===== config.mk =====
export PLATFORM = sky130hd
export DESIGN_NAME = atomic_order_gate
export DESIGN_NICKNAME = d
export VERILOG_FILES = /design/src/rtl/aog_pkg.sv /design/src/rtl/aog_classify.sv /design/src/rtl/aog_dom_track.sv /design/src/rtl/atomic_order_gate.sv
export SDC_FILE = /design/constraint.sdc
export NUM_CORES = 1
export LEC_CHECK = 0
export BUFFER_PORTS_ARGS = -buffer_cell sky130_fd_sc_hd__buf_2
export CAP_MARGIN = 20
export CORE_MARGIN = 2
export CORE_UTILIZATION = 44
export CTS_CLUSTER_DIAMETER = 150
export CTS_CLUSTER_SIZE = 28
export DETAILED_ROUTE_END_ITERATION = 10
export PLACE_DENSITY = 0.66
export SYNTH_ARGS = -nofsm -noshare
export SYNTH_HDL_FRONTEND = slang
export SYNTH_SLANG_ARGS = --single-unit

===== constraint.sdc =====
create_clock -name clk -period 2.5 [get_ports clk]
set_clock_uncertainty 0.05 [all_clocks]
set_input_delay 0.25 -clock clk [delete_from_list [all_inputs] [get_ports clk]]
set_output_delay 0.25 -clock clk [all_outputs]
set_load 0.02 [all_outputs]

===== src/rtl/aog_pkg.sv =====
// Shared types for the atomic ordering gate.
// Assumes a two-bit operation class field on every request.
package aog_pkg;
    typedef enum logic [1:0] {
        OP_PLAIN = 2'd0,
        OP_RMW   = 2'd1,
        OP_LDRES = 2'd2,
        OP_STCND = 2'd3
    } op_class_e;
endpackage


===== src/rtl/aog_classify.sv =====
// Turns a request's class and flag bits into its ordering needs.
// Assumes flags on a plain access carry no meaning.
module aog_classify
    import aog_pkg::*;
(
    input  logic [1:0] op,
    input  logic       aq,
    input  logic       rl,
    output logic       needs_drain,
    output logic       sets_acquire
);
    logic is_atomic;
    logic rl_only_ldres;
    logic aq_only_stcnd;

    // Decode the class and drop the weak flag combinations.
    always_comb begin
        is_atomic     = (op != OP_PLAIN);
        rl_only_ldres = (op == OP_LDRES) && rl && !aq;
        aq_only_stcnd = (op == OP_STCND) && aq && !rl;
        needs_drain   = is_atomic && rl && !rl_only_ldres;
        sets_acquire  = is_atomic && aq && !aq_only_stcnd;
    end
endmodule


===== src/rtl/aog_dom_track.sv =====
// Outstanding-request count and acquire-pending flag for one domain.
// Assumes the caller never increments when full or while an acquire
// is pending, and never sees a completion with nothing outstanding.
module aog_dom_track #(
    parameter int CNT_W = 4
) (
    input  logic clk,
    input  logic rst_n,
    input  logic inc,
    input  logic dec,
    input  logic set_acq,
    input  logic clr_acq,
    output logic is_zero,
    output logic is_full,
    output logic acq_pend
);
    localparam logic [CNT_W-1:0] CNT_MAX = {CNT_W{1'b1}};

    logic [CNT_W-1:0] cnt;

    // Count issues up and completions down.
    always_ff @(posedge clk) begin
        if (!rst_n) begin
            cnt <= '0;
        end else begin
            case ({inc, dec})
                2'b10:   cnt <= cnt + 1'b1;
                2'b01:   cnt <= cnt - 1'b1;
                default: cnt <= cnt;
            endcase
        end
    end

    // Track the acquire that is in flight in this domain.
    always_ff @(posedge clk) begin
        if (!rst_n)
            acq_pend <= 1'b0;
        else if (set_acq)
            acq_pend <= 1'b1;
        else if (clr_acq)
            acq_pend <= 1'b0;
    end

    // Flag the count limits for the issue check.
    always_comb begin
        is_zero = (cnt == '0);
        is_full = (cnt == CNT_MAX);
    end

    AST_NO_OVERFLOW: assert property (@(posedge clk) disable iff (!rst_n)
        is_full |-> !inc);
    AST_NO_UNDERFLOW: assert property (@(posedge clk) disable iff (!rst_n)
        dec |-> !is_zero);
    AST_ACQ_BLOCKS: assert property (@(posedge clk) disable iff (!rst_n)
        acq_pend |-> !inc);
    AST_ACQ_FROM_ISSUE: assert property (@(posedge clk) disable iff (!rst_n)
        $rose(acq_pend) |-> $past(set_acq));
endmodule


===== src/rtl/atomic_order_gate.sv =====
// Issue gate that orders atomic operations by their acquire and release
// flags, separately for the memory and the I/O domain.
// Assumes the issue stage holds the request fields until accepted and
// that completions report which domain finished, and whether the
// finishing request was the pending acquire.
module atomic_order_gate #(
    parameter int CNT_W = 4
) (
    input  logic       clk,
    input  logic       rst_n,
    input  logic       req_valid,
    output logic       req_ready,
    input  logic       req_dom,
    input  logic [1:0] req_op,
    input  logic       req_aq,
    input  logic       req_rl,
    output logic       mem_valid,
    input  logic       mem_ready,
    input  logic [1:0] cmp_pulse,
    input  logic [1:0] cmp_acq
);
    localparam int NDOM = 2;

    logic            needs_drain;
    logic            sets_acquire;
    logic            allowed;
    logic            fire;
    logic [NDOM-1:0] dom_zero;
    logic [NDOM-1:0] dom_full;
    logic [NDOM-1:0] dom_acq;
    logic [NDOM-1:0] dom_inc;
    logic [NDOM-1:0] dom_set;
    logic [NDOM-1:0] dom_clr;

    aog_classify u_class (
        .op           (req_op),
        .aq           (req_aq),
        .rl           (req_rl),
        .needs_drain  (needs_drain),
        .sets_acquire (sets_acquire)
    );

    // Decide whether the present request may leave in this cycle.
    always_comb begin
        allowed   = !dom_acq[req_dom] && !dom_full[req_dom]
                    && (!needs_drain || dom_zero[req_dom]);
        req_ready = allowed && mem_ready;
        mem_valid = req_valid && allowed;
        fire      = req_valid && req_ready;
    end

    // Steer the handshake and completions to the matching domain.
    always_comb begin
        for (int d = 0; d < NDOM; d++) begin
            dom_inc[d] = fire && (req_dom == d[0]);
            dom_set[d] = dom_inc[d] && sets_acquire;
            dom_clr[d] = cmp_pulse[d] && cmp_acq[d];
        end
    end

    for (genvar g = 0; g < NDOM; g++) begin : g_dom
        aog_dom_track #(.CNT_W(CNT_W)) u_track (
            .clk      (clk),
            .rst_n    (rst_n),
            .inc      (dom_inc[g]),
            .dec      (cmp_pulse[g]),
            .set_acq  (dom_set[g]),
            .clr_acq  (dom_clr[g]),
            .is_zero  (dom_zero[g]),
            .is_full  (dom_full[g]),
            .acq_pend (dom_acq[g])
        );
    end

    AST_RL_DRAINED: assert property (@(posedge clk) disable iff (!rst_n)
        (mem_valid && needs_drain) |-> dom_zero[req_dom]);
    AST_ACQ_STALLS: assert property (@(posedge clk) disable iff (!rst_n)
        (req_valid && dom_acq[req_dom]) |-> !req_ready);
    AST_STALL_ONLY_READY: assert property (@(posedge clk) disable iff (!rst_n)
        (req_valid && !mem_valid) |-> !req_ready);
    AST_ONE_DOMAIN: assert property (@(posedge clk) disable iff (!rst_n)
        $onehot0(dom_inc));
endmodule


# Word-level counts from Yosys, hierarchy flattened
# Cells that the tools add are included.
totals:
  regBits: 10
  inputBits: 13
  output_inout_bits: 2
  word_cells: 64
classes:
  add_sub_neg: 4
  magnitude_cmp: 1
  n_eq_ne: 8
  muxes: 12
  bitwise: 1
  reduce_logical: 34
op_table:
  columns: ["operator", "n"]
  rows:
  - ["$logic_and 1x1->1", 19]
  - ["$pmux 4 s2", 2]
  - ["$mux 1", 10]
  - ["$reduce_bool 2->1", 5]
  - ["$add 4x1->4 const B", 2]
  - ["$eq 2x2->1 const B", 4]
  - ["$eq 4x4->1 const B", 2]
  - ["$logic_not 4->1", 2]
  - ["$sub 4x1->4 const B", 2]
  - ["$logic_not 1->1", 7]
  - ["$eq 2x1->1 const B", 2]
  - ["$lt 1x2->1 const B", 1]
  - ["$logic_or 1x1->1", 1]
  - ["$not 1->1", 1]

# Longest topological paths before layout
# Gate-level depths: netlist (run 1).
logic_depth:
  depth_word: 13
  depth_mapped: 12
  depth_no_buf: 11

# Modules after synthesis
# From an unflattened synthesis (run 1), not the netlist that was laid out.
hier_totals:
  cells_unflattened: 89
  area_unflattened_um2: 748.2
modules_own_cells:
  columns: ["mod", "n_inst", "cells_per_inst", "area_per_inst_um2", "seq_area_each_um2"]
  rows:
  - ["aog_dom_track", 2, 34, 309.0, 100.1]
  - ["atomic_order_gate", 1, 16, 106.4, 0.0]
  - ["aog_classify", 1, 5, 23.8, 0.0]

# Least setup slack after synthesis (run 1)
# OpenSTA, ideal clock, no wires.
synth_timing:
  path_kind: "register to register"
  start: "reg g_dom[1].u_track.cnt[2]"
  end: "reg g_dom[1].u_track.cnt[2]"
  setup_ns: 0.070
  arrival_time_ns: 2.265
  required_time_ns: 2.380
  slack_ns: 0.115
  stages_incl_launch_ff: 12
  n_path_buf: 0
  synth_period_minus_slack_ns: 2.385
  cell_sequence: "dfxtp_1 nor4_1 a211oi_1 a21oi_2 nand4_1 ha_1 xor2_1 ha_1 a21oi_1 xor2_1 or3_1 a21boi_1"
synth_via:
  elab_chain_len: 11
  word_cells_on_any_way: 19
  classes_between: "2 x add/sub; 3 x eq/ne; 5 x mux; 9 x reduce/logical"
synth_rtl:
  columns: ["item", "line_no", "rtl"]
  rows:
  - ["start: declaration", "aog_dom_track.sv:19", "logic [CNT_W-1:0] cnt;"]
  - ["start signal: assignment", "aog_dom_track.sv:27", "2'b10: cnt <= cnt + 1'b1;"]
  - ["start signal: assignment", "aog_dom_track.sv:28", "2'b01: cnt <= cnt - 1'b1;"]
  - ["start signal: assignment", "aog_dom_track.sv:29", "default: cnt <= cnt;"]
  - ["$eq 4x4->1", "aog_dom_track.sv:47", "is_full = (cnt == CNT_MAX);"]
  - ["$mux 1 (implied by the code) (2 in a row)", "atomic_order_gate.sv:45", "allowed = !dom_acq[req_dom] && !dom_full[req_dom]"]
  - ["$logic_not 1->1", "atomic_order_gate.sv:45", null]
  - ["$logic_and 1x1->1", "atomic_order_gate.sv:45", null]
  - ["$logic_and 1x1->1", "atomic_order_gate.sv:46", "&& (!needs_drain || dom_zero[req_dom]);"]
  - ["$logic_and 1x1->1", "atomic_order_gate.sv:47", "req_ready = allowed && mem_ready;"]
  - ["$logic_and 1x1->1", "atomic_order_gate.sv:49", "fire = req_valid && req_ready;"]
  - ["$logic_and 1x1->1", "atomic_order_gate.sv:55", "dom_inc[d] = fire && (req_dom == d[0]);"]
  - ["$eq 2x1->1 / $eq 2x2->1 (equally long branches)", "aog_dom_track.sv:26", "case ({inc, dec})"]
  - ["$pmux 4 s2 / $reduce_bool 2->1 (equally long branches)", null, null]
# Several ways; a longest one is shown, not always the timed one. The select of a mux whose other input is x is not followed.
# A chain may end at the register's enable or synchronous reset.

# Worst setup path in the final report (run 1)
# Same ends and word-level chain as after synthesis.

==> summary.txt, run 1 <==
Status
  • Status: finished clean

Synthesis
  • Syn nets: 110
  • Synth top area share: 0.2694
  • Post-synth EDFFs: 0
  • Simple logic cell fraction of the synthesized area: 0.2778
  • Synth Cell Area: 743.2 sq um
  • Synth Area in Compound Gates: 0.1751
  • Ys flop type: dfxtp_1
  • Largest cells by area after synthesis: dfxtp_1 (27%), ha_1 (10%), mux2i_1 (5.4%)
  • Synth Register Bits: 10
  • Largest family of logic cells by synthesized area: simple AND/OR/NAND/NOR gates
  • Netlist cell types: 34
  • Syn Area/Cell: 8.167 sq um
  • YS warnings: 0
  • Post-synth ARST share: 0
  • Register area share after synthesis: 0.2694
  • Cell count after synthesis: 91
  • Synth Area in Adders: 0.1010
  • Post-synthesis xor/xnor area fraction: 0.07071
  • Cell taking the most area after synthesis: dfxtp_1
  • Synth cell count leaders: dfxtp_1 (10), nand2_1 (9), ha_1 (6), o21ai_0 (6), nor2_1 (5)
  • Post-synthesis mux area share: 0.05387
  • Most frequent cell after synthesis: dfxtp_1

Clock network
  • Clock Tree Buf Depth: 2
  • Worst skew pair latency: 270 ps
  • Clk slew on worst S/H paths: 80 ps
  • H-tree levels: 1
  • Count of hold-fix buffers inserted at cts: 0
  • CTS buffer count: 3
  • Root Driver: clkbuf_4
  • CTS tree: yes
  • CTS sink count: 10

Placement
  • IO buf count: 14
  • Dpl hpwl: 1188 um
  • Placer Congestion: 0.7820
  • Cell Area, Placed: 835.8 sq um

Power and ir drop
  • Peak VDD IR: 0.3595 mV
  • Overall Power: 0.5441 mW
  • Lkg Pwr: 0.3919 nW
  • PwrDens: 595.7 mW/mm^2

Critical path
  • R2r endpoint: g_dom[1].u_track.cnt[2]
  • Reg2reg path depth: 11
  • Setup CP Type: flip-flop to flip-flop
  • CP required: 2640 ps
  • Startpoint types: flip-flop
  • Worst Path Arrival: 2550 ps
  • Reg-to-Reg Start: g_dom[1].u_track.cnt[2]
  • Critical path capture point type: flip-flop
  • R2R Setup Slk: 90 ps
  • CP max FO: 7

Run
  • Number of max-cap violations: 0

Global routing
  • Initial antenna violation count: 0
  • Pin count of the biggest net entering global routing: 14
  • Total GRT Usage: 0.1704
  • Remaining Overflow, GRT: 0
  • Vias in the first global route: 590
  • First-pass GRT wire length: 2463 um

Floorplan
  • Row cnt: 14
  • Die Width: 45.10 um
  • Initial Util: 0.4821
  • Chip Height: 45.10 um
  • Core Region: 0.001541 sq mm
  • DIE AREA: 0.002034 sq mm
  • Num ports: 15

Cells and area
  • Area Growth Syn to Fin: 22.90%
  • Fillers: 146
  • Number of inserted diodes: 0
  • Post-Layout Inst Area: 913.4 sq um
  • Fin nets: 131
  • Share of layout cells above drive strength 1: 0.2703

Route
  • Pre-antenna DRT Iters: 6
  • Final wirelength: 1624 um
  • Number of vias per cell: 5.614
  • Detail Route Antenna Nets: 0
  • Residual DRC count: 0
  • Vias: 713
  • Wire per inst: 12.79 um
  • Drt initial violations: 16

Worst hold path
  • Hold-critical path endpoint: g_dom[1].u_track.acq_pend
  • WHS Path Cells: 3
  • Beginning of the worst hold path: cmp_acq[1]
  • Hold Path Class: input pin to flip-flop

Timing
  • Max-slew headroom: 0.8268
  • RSZ-0062 raised after global routing: true
  • Period utilization: 0.9634
  • Count of pins over their slew limit: 0
  • Tmin final: 2409 ps
  • Finish-stage setup viols: 0
  • Worst-Margin Slew: 259.4 ps
  • Highest Clock Rate: 415.2 MHz
  • Final hold violation count: 0
-- power by group --
part | switching [mW] | internal (mW)
clock network | 0.0638 | 0.0884
registers | 0.0294 | 0.182
logic | 0.0885 | 0.0915
total | 0.182 | 0.362
-- flip-flops by register name, indices dropped and copies added (netlist names) --
register and count:
g_dom.u_track.acq_pend 2, g_dom.u_track.cnt 8
-- critical path: stages (launching register included) --
cell	delay (ps)
dfxtp_2	360
nor4_2	260
a211oi_1	120
a21oi_2	180
nand4_1	150
ha_2	220
xor2_1	140
ha_1	190
a21oi_2	120
xor2_1	90
or3_1	320
a21boi_1	140
-- layer usage --
layer	share of wire	track usage	up-vias
met4	0	0.05294	0
li1	-	-	368
met2	0.47	0.2686	27
met3	0.068	0.07200	0
met5	0	0	-
met1	0.46	0.2104	318
-- cell type report --
type,instances,area [sq um],share of cell area
multi-input combinational,74,529.3,0.5795
inverter,3,11.26,0.01233
clock buffer,4,36.28,0.03973
timing repair buffer,20,115.1,0.1260
sequential,10,201.4,0.2205
tap,16,20.02,0.02192
-- kinds of logic (layout without fill, tap and decap cells) --
kind of cell | after synthesis | count (layout)
simple gates | 38 | 38
mux | 4 | 4
xor+xnor | 6 | 6
fa+ha+maj | 6 | 6
compound gates | 20 | 20
flops | 10 | 10
buf+inv | 7 | 27
-- timing repair --
item | CTS | global route
endpoints found under the setup margin | 2 | 2
resized for setup | 2 | 4
pin swaps | 1 | 2
setup buffers | 1 | 1
-- layout by cell type (no fill, tap or decap), drive strengths merged, types with 2 or more instances in the layout --
master,count
buf,20
dfxtp,10
nand2,9
o21ai,7
ha,6
nor2,5
a21oi,5
xor2,4
and2,4
mux2i,4
clkbuf,4
nor3,3
inv,3
nand4,3
nor2b,2
xnor2,2
or3,2
a21boi,2
nand2b,2
a32o,2
nand3b,2
nor4,2
-- how the worst max path moves through the flow --
stage                            startpoint                      end  slack, ps  depth (start not counted)
finish              g_dom[1].u_track.cnt[2]  g_dom[1].u_track.cnt[2]         90                         11
global route        g_dom[1].u_track.cnt[2]  g_dom[1].u_track.cnt[2]        -60                         11
CTS                 g_dom[1].u_track.cnt[2]  g_dom[1].u_track.cnt[2]         10                         11
detailed placement  g_dom[1].u_track.cnt[2]  g_dom[1].u_track.cnt[2]        -60                         11
global placement    g_dom[1].u_track.cnt[2]  g_dom[1].u_track.cnt[2]         40                         11
floorplan           g_dom[1].u_track.cnt[2]  g_dom[1].u_track.cnt[2]        110                         11
-- stage by stage --
step | hold slack [ps] | utilization | setup TNS [ps] | setup slack [ps] | std cells
finish | 230.0 | 0.5925 | 0 | 91.41 | 127
global route | 223.9 | 0.5925 | -72.54 | -55.49 | 127
CTS | 230.6 | 0.5763 | 0 | 9.959 | 126
detailed placement | 434.2 | 0.5422 | -58.30 | -57.74 | 121
global placement | 422.5 | 0.5422 | 0 | 38.93 | 121
floorplan | 351.6 | - | 0 | 114.8 | 91
Power figures use the tool's default switching activity.
==> run 2, diff against run 1 <==
--- a/config.mk
+++ b/config.mk
@@ -12,7 +12,7 @@
 export CTS_CLUSTER_DIAMETER = 150
 export CTS_CLUSTER_SIZE = 28
 export DETAILED_ROUTE_END_ITERATION = 10
-export PLACE_DENSITY = 0.66
+export PLACE_DENSITY_LB_ADDON = 0.08
 export SYNTH_ARGS = -nofsm -noshare
 export SYNTH_HDL_FRONTEND = slang
 export SYNTH_SLANG_ARGS = --single-unit
==> run 2 against run 1 <==
Effect of this change: first-iteration DRC count down 6.3%; non-clock buffer count is 1 higher; global-route usage grew 1.0 points; setup slack got worse by 15 ps; cell area is 3.6% higher; cell count is 0.79% higher; die area unchanged; hold slack worse by 8.1 ps; maximum frequency decreased by 0.62%; clock power about the same.
==> summary.txt, run 2 (same netlist as run 1, synthesis figures left out) <==
Global routing
  • Initial antenna violation count: 0
  • Pin count of the biggest net entering global routing: 14
  • Vias in the first global route: 645
  • GR Util met3: 0.04800
  • First-pass GRT wire length: 2656 um
  • M2 GR Usage: 0.2886
  • Grt met1 use: 0.2236
  • Remaining Overflow, GRT: 0
  • Gr busiest metal: met2
  • Total GRT Usage: 0.1807

Cells and area
  • Largest regs: g_dom.u_track.cnt x8, g_dom.u_track.acq_pend x2
  • Number of inserted diodes: 0
  • Most frequent cells in the layout: buf_2 (14), dfxtp_1 (9), nand2_1 (8), buf_4 (7), o21ai_0 (6)
  • Largest reg by FF count: g_dom.u_track.cnt
  • Share of layout cells above drive strength 1: 0.3125
  • Commonest non-fill, non-tap cell in the layout: buf_2
  • Largest register FFs: 8
  • Fillers: 149
  • Fin nets: 132
  • Area Growth Syn to Fin: 27.27%
  • Post-Layout Cell Count: 128

Floorplan
  • Num ports: 15
  • DIE AREA: 0.002034 sq mm
  • Chip Height: 45.10 um
  • Die Width: 45.10 um
  • Core Region: 0.001541 sq mm
  • Row cnt: 14
  • Initial Util: 0.4821

Clock network
  • Count of hold-fix buffers inserted at cts: 0
  • Clock Tree Buf Depth: 2
  • CTS sink count: 10
  • Worst skew pair latency: 280 ps
  • Root Driver: clkbuf_4
  • H-tree levels: 1
  • CTS tree: yes
  • Clk slew on worst S/H paths: 80 ps
  • CTS buffer count: 3

Timing
  • Max-slew headroom: 0.8155
  • Highest Clock Rate: 412.6 MHz
  • Final hold violation count: 0
  • RSZ-0062 raised after global routing: true
  • Worst-Margin Slew: 276.4 ps
  • Count of pins over their slew limit: 0
  • Period utilization: 0.9695
  • Hold Slack: 221.9 ps
  • Finish-stage setup viols: 0
  • Tmin final: 2424 ps

Power and ir drop
  • PwrDens: 598.5 mW/mm^2
  • Lkg Pwr: 0.4010 nW
  • Clock share of power: 0.274
  • Part of the power in registers: 0.381
  • Cell internal pwr: 0.3745 mW
  • Overall Power: 0.5661 mW
  • Peak VDD IR: 0.4303 mV
  • Net Switching: 0.1916 mW
  • Switching share of power: 0.3385
  • Combinational power share: 0.345

Route
  • Number of vias per cell: 5.641
  • Vias: 722
  • Drt initial violations: 15
  • Residual DRC count: 0
  • Pre-antenna DRT Iters: 4
  • Wire per inst: 12.98 um
  • Final wirelength: 1662 um
  • Detail Route Antenna Nets: 0

Critical path
  • Setup CP Type: flip-flop to flip-flop
  • CP max FO: 4
  • Critical path capture point type: flip-flop
  • Worst Path Arrival: 2590 ps
  • Startpoint types: flip-flop
  • CP required: 2660 ps

Worst hold path
  • Hold Path Class: input pin to flip-flop

Status
  • Status: finished clean

Run
  • Number of max-cap violations: 0

Placement
  • IO buf count: 14
  • Placer Congestion: 0.7518
  • Placed instance count: 122
  • Dpl hpwl: 1178 um
-- run 2: power by group through the flow --
stage	combinational (mW)	clock, mW	sequential (mW)
final	0.196	0.155	0.215
after global routing	0.223	0.165	0.220
after CTS	0.176	0.154	0.207
after detailed placement	0.174	0	0.211
after global placement	0.170	0	0.210
after floorplan	0.134	0	0.203
-- run 2: metrics by stage --
| step | TNS, ps | worst slack [ps] | instance area, sq um | utilization |
|---|---|---|---|---|
| after global placement | 0 | 104.4 | 843.3 | 0.5471 |
| final | 0 | 76.35 | 945.9 | 0.6136 |
| after detailed placement | 0 | 35.53 | 843.3 | 0.5471 |
| after CTS | 0 | 22.70 | 882.1 | 0.5722 |
| after floorplan | 0 | 114.8 | 743.2 | - |
| after global routing | -109.9 | -60.49 | 945.9 | 0.6136 |
-- run 2: timing repair --
item,CTS,global route
setup buffers,0,2
resized for setup,1,11
pin swaps,0,6
endpoints found under the setup margin,1,2
-- run 2: cell type report --
class,instances,area [sq um],share of cell area
clock buffers,4,36.28,0.03836
multi-input cells,74,551.8,0.5833
repair buffers,21,122.6,0.1296
flip-flops and latches,10,203.9,0.2156
inverters,3,11.26,0.01190
well taps,16,20.02,0.02116
-- run 2: path summary, 6_finish.rpt --
kind / slack [ps] / cells past startpoint / startpoint / to
worst max register to register: 80 / 11 / g_dom[1].u_track.cnt[3] / g_dom[1].u_track.cnt[2]
worst min-delay path: 220 / 3 / cmp_acq[1] / g_dom[1].u_track.acq_pend
worst min register to register: 450 / 2 / g_dom[0].u_track.cnt[3] / g_dom[0].u_track.cnt[3]
worst max-delay path: 80 / 11 / g_dom[1].u_track.cnt[3] / g_dom[1].u_track.cnt[2]
-- run 2: critical path: stages, from the launching register on --
cell	delay (ps)
dfxtp_4	370
nor4_4	280
a211oi_2	110
a21oi_2	190
nand4_1	160
ha_2	230
xor2_1	140
ha_2	190
a21oi_2	30
xor2_1	150
or3_1	320
a21boi_1	130
-- run 2: layer usage --
layer / routed length (um) / share of wire
met1: 817 / 0.49
met2: 723 / 0.44
met3: 93 / 0.056
met4: 27 / 0.016
met5: 0 / 0
==> run 3, diff against run 2 <==
--- a/config.mk
+++ b/config.mk
@@ -5,6 +5,7 @@
 export SDC_FILE = /design/constraint.sdc
 export NUM_CORES = 1
 export LEC_CHECK = 0
+export ABC_AREA = 1
 export BUFFER_PORTS_ARGS = -buffer_cell sky130_fd_sc_hd__buf_2
 export CAP_MARGIN = 20
 export CORE_MARGIN = 2
==> run 3 against run 2 <==
Effect of this change: hold slack got worse by 26 ps; first-iteration DRC count fell by 47%; count of clock-buffer cells in the layout did not move; sequential power fell by 7%; highest routed layer is now met3.
==> summary.txt, run 3 <==
Status
  • Status: finished clean

Critical path
  • Cell Chain, Critical Path: nor2_1 > nand3_1 > nand3_1 > nand2_1 > nor3_2 > nand2_1 > ha_1 > nand2_1 > inv_1 > nor2_2 > ha_1 > a21oi_1 > xor2_1 > o21ai_0 > inv_1
  • CP peak stage delay: 370 ps
  • Slowest cell on the critical path: dfxtp_1
  • Most frequent CP cell: nand2_1
  • CP max FO: 6
  • CP required: 2620 ps
  • Setup CP Type: flip-flop to flip-flop
  • Worst Path Buf+Inv: 2
  • Startpoint types: flip-flop
  • Worst Path Arrival: 2330 ps
  • Critical path capture point type: flip-flop
  • Delay-heaviest family, CP: simple AND/OR/NAND/NOR gates

Route
  • Wire per inst: 9.893 um
  • Post-Route M1 WL: 734 um
  • Final wirelength: 1474 um
  • Residual DRC count: 0
  • Metal3 WL: 82 um
  • Vias: 755
  • Met2 Routed Length: 658 um
  • Detail Route Antenna Nets: 0
  • Number of vias per cell: 5.067
  • Top sig layer: met3
  • Pre-antenna DRT Iters: 4
  • Drt initial violations: 8

Placement
  • Dpl hpwl: 1176 um
  • IO buf count: 14
  • Placer Congestion: 0.7984
  • Cell Area, Placed: 807.0 sq um
  • Dpl ws: 152.7 ps

Synthesis
  • YS warnings: 0
  • Largest cells by area after synthesis: dfxtp_1 (28%), nand2_1 (12%), nor2_1 (12%)
  • Register area share after synthesis: 0.2792
  • Cell count after synthesis: 115
  • Synth Register Bits: 10
  • Cell taking the most area after synthesis: dfxtp_1
  • Synth cell count leaders: nand2_1 (23), nor2_1 (23), inv_1 (21), dfxtp_1 (10), a21oi_1 (7)
  • Synth Cell Area: 716.9 sq um
  • Post-synth EDFFs: 0
  • Syn nets: 134
  • Synth top area share: 0.2792
  • Netlist cell types: 16
  • Syn Area/Cell: 6.234 sq um
  • Post-synth ARST share: 0
  • Ys flop type: dfxtp_1

Clock network
  • H-tree levels: 1
  • Clk slew on worst S/H paths: 70 ps
  • CTS tree: yes
  • Count of hold-fix buffers inserted at cts: 0
  • Root Driver: clkbuf_4
  • CTS buffer count: 3
  • PostCTS Resize Cnt: 0
  • Clock Tree Buf Depth: 2
  • CTS sink count: 10
  • Post-CTS Setup Bufs: 0
  • Worst skew pair latency: 270 ps

Global routing
  • Pin count of the biggest net entering global routing: 8
  • Vias in the first global route: 659
  • Total GRT Usage: 0.1730
  • Remaining Overflow, GRT: 0
  • First-pass GRT wire length: 2573 um
  • Initial antenna violation count: 0

Floorplan
  • Row cnt: 14
  • DIE AREA: 0.001968 sq mm
  • Initial Util: 0.4704
  • Die Width: 44.37 um
  • Num ports: 15
  • Core Region: 0.001524 sq mm
  • Chip Height: 44.37 um

Power and ir drop
  • Clock share of power: 0.307
  • Part of the power in registers: 0.414
  • PwrDens: 570.6 mW/mm^2
  • Net Switching: 0.1636 mW
  • Combinational power share: 0.278
  • Peak VDD IR: 0.3180 mV
  • Overall Power: 0.4855 mW
  • Switching share of power: 0.3371
  • Lkg Pwr: 0.4648 nW
  • Cell internal pwr: 0.3219 mW

Timing
  • RSZ-0062 raised after global routing: false
  • Tmin final: 2214 ps
  • Period utilization: 0.8855
  • Final worst slack: 286.1 ps
  • Setup TNS: 0 ps
  • Highest Clock Rate: 451.7 MHz
  • Max-slew headroom: 0.7709
  • Count of pins over their slew limit: 0
  • Worst-Margin Slew: 342.6 ps
  • Finish-stage setup viols: 0
  • Final hold violation count: 0

Cells and area
  • Share of layout cells above drive strength 1: 0.1504
  • Register area: 200.2 sq um
  • Area of the multi-input gates: 445.4 sq um
  • Commonest non-fill, non-tap cell in the layout: nand2_1
  • Area Growth Syn to Fin: 18.67%
  • Largest register FFs: 8
  • Number of inserted diodes: 0
  • Post-Layout Inst Area: 850.8 sq um
  • Largest reg by FF count: g_dom.u_track.cnt
  • Fillers: 161
  • Fin nets: 153
  • Most frequent cells in the layout: nand2_1 (23), nor2_1 (22), inv_1 (21), buf_2 (14), dfxtp_1 (10)
  • Largest regs: g_dom.u_track.cnt x8, g_dom.u_track.acq_pend x2

Worst hold path
  • Hold Path Class: input pin to flip-flop

Run
  • Number of max-cap violations: 0
==> run 3: cell type report <==
cell class / instances / share of cell area
Timing Repair Buffer: 14 / 0.08235
Multi-Input combinational cell: 84 / 0.5235
Tap cell: 16 / 0.02353
Sequential cell: 10 / 0.2353
Inverter: 21 / 0.09265
Clock buffer: 4 / 0.04265
==> run 3: through the flow <==
step,instances,hold slack (ps),utilization
3_5_place_dp,145,416.7,0.5296
3_3_place_gp,145,404.5,0.5296
6_report,149,196.2,0.5583
2_1_floorplan,115,320.4,-
5_1_grt,149,207.4,0.5583
4_1_cts,149,188.5,0.5534
==> run 3: worst register-to-register path, cell delays in order, from the launching register on <==
cell     delay (ps)
dfxtp_1         370
nor2_1          120
nand3_1          80
nand3_1          80
nand2_1         100
nor3_2          140
nand2_1         100
ha_1            230
nand2_1          80
inv_1            50
nor2_2          140
ha_1            170
a21oi_1          50
xor2_1          170
o21ai_0         150
inv_1            50
==> run 3: cells by family after synthesis <==
family / after synthesis / synth area share
AOI/OAI and AO/OA: 16 / 0.1239
xor gates and xnor gates: 4 / 0.04887
adders and majority gates: 6 / 0.1047
buffers and inverters: 21 / 0.1100
DFF: 10 / 0.2792
and+or+nand+nor: 58 / 0.3333
==> run 3: path summary, 6_finish.rpt <==
path,from,to,slack [ps],cells after the start
max,g_dom[1].u_track.cnt[0],g_dom[1].u_track.cnt[2],290,15
min reg2reg,g_dom[0].u_track.acq_pend,g_dom[0].u_track.acq_pend,430,2
min,cmp_acq[0],g_dom[0].u_track.acq_pend,200,4
max reg2reg,g_dom[1].u_track.cnt[0],g_dom[1].u_track.cnt[2],290,15
==> run 3: metal layers <==
metal  track usage  vias to the layer above
met5             0                        -
met4       0.01818                        0
met3       0.04898                        0
met2        0.2941                       20
met1        0.2250                      330
li1              -                      405
==> run 3: power by group through the flow <==
stage	sequential [mW]	clock (mW)	combinational [mW]
floorplan	0.198	0	0.101
global placement	0.204	0	0.130
detailed placement	0.205	0	0.132
CTS	0.201	0.155	0.133
global route	0.204	0.161	0.158
finish	0.201	0.149	0.135
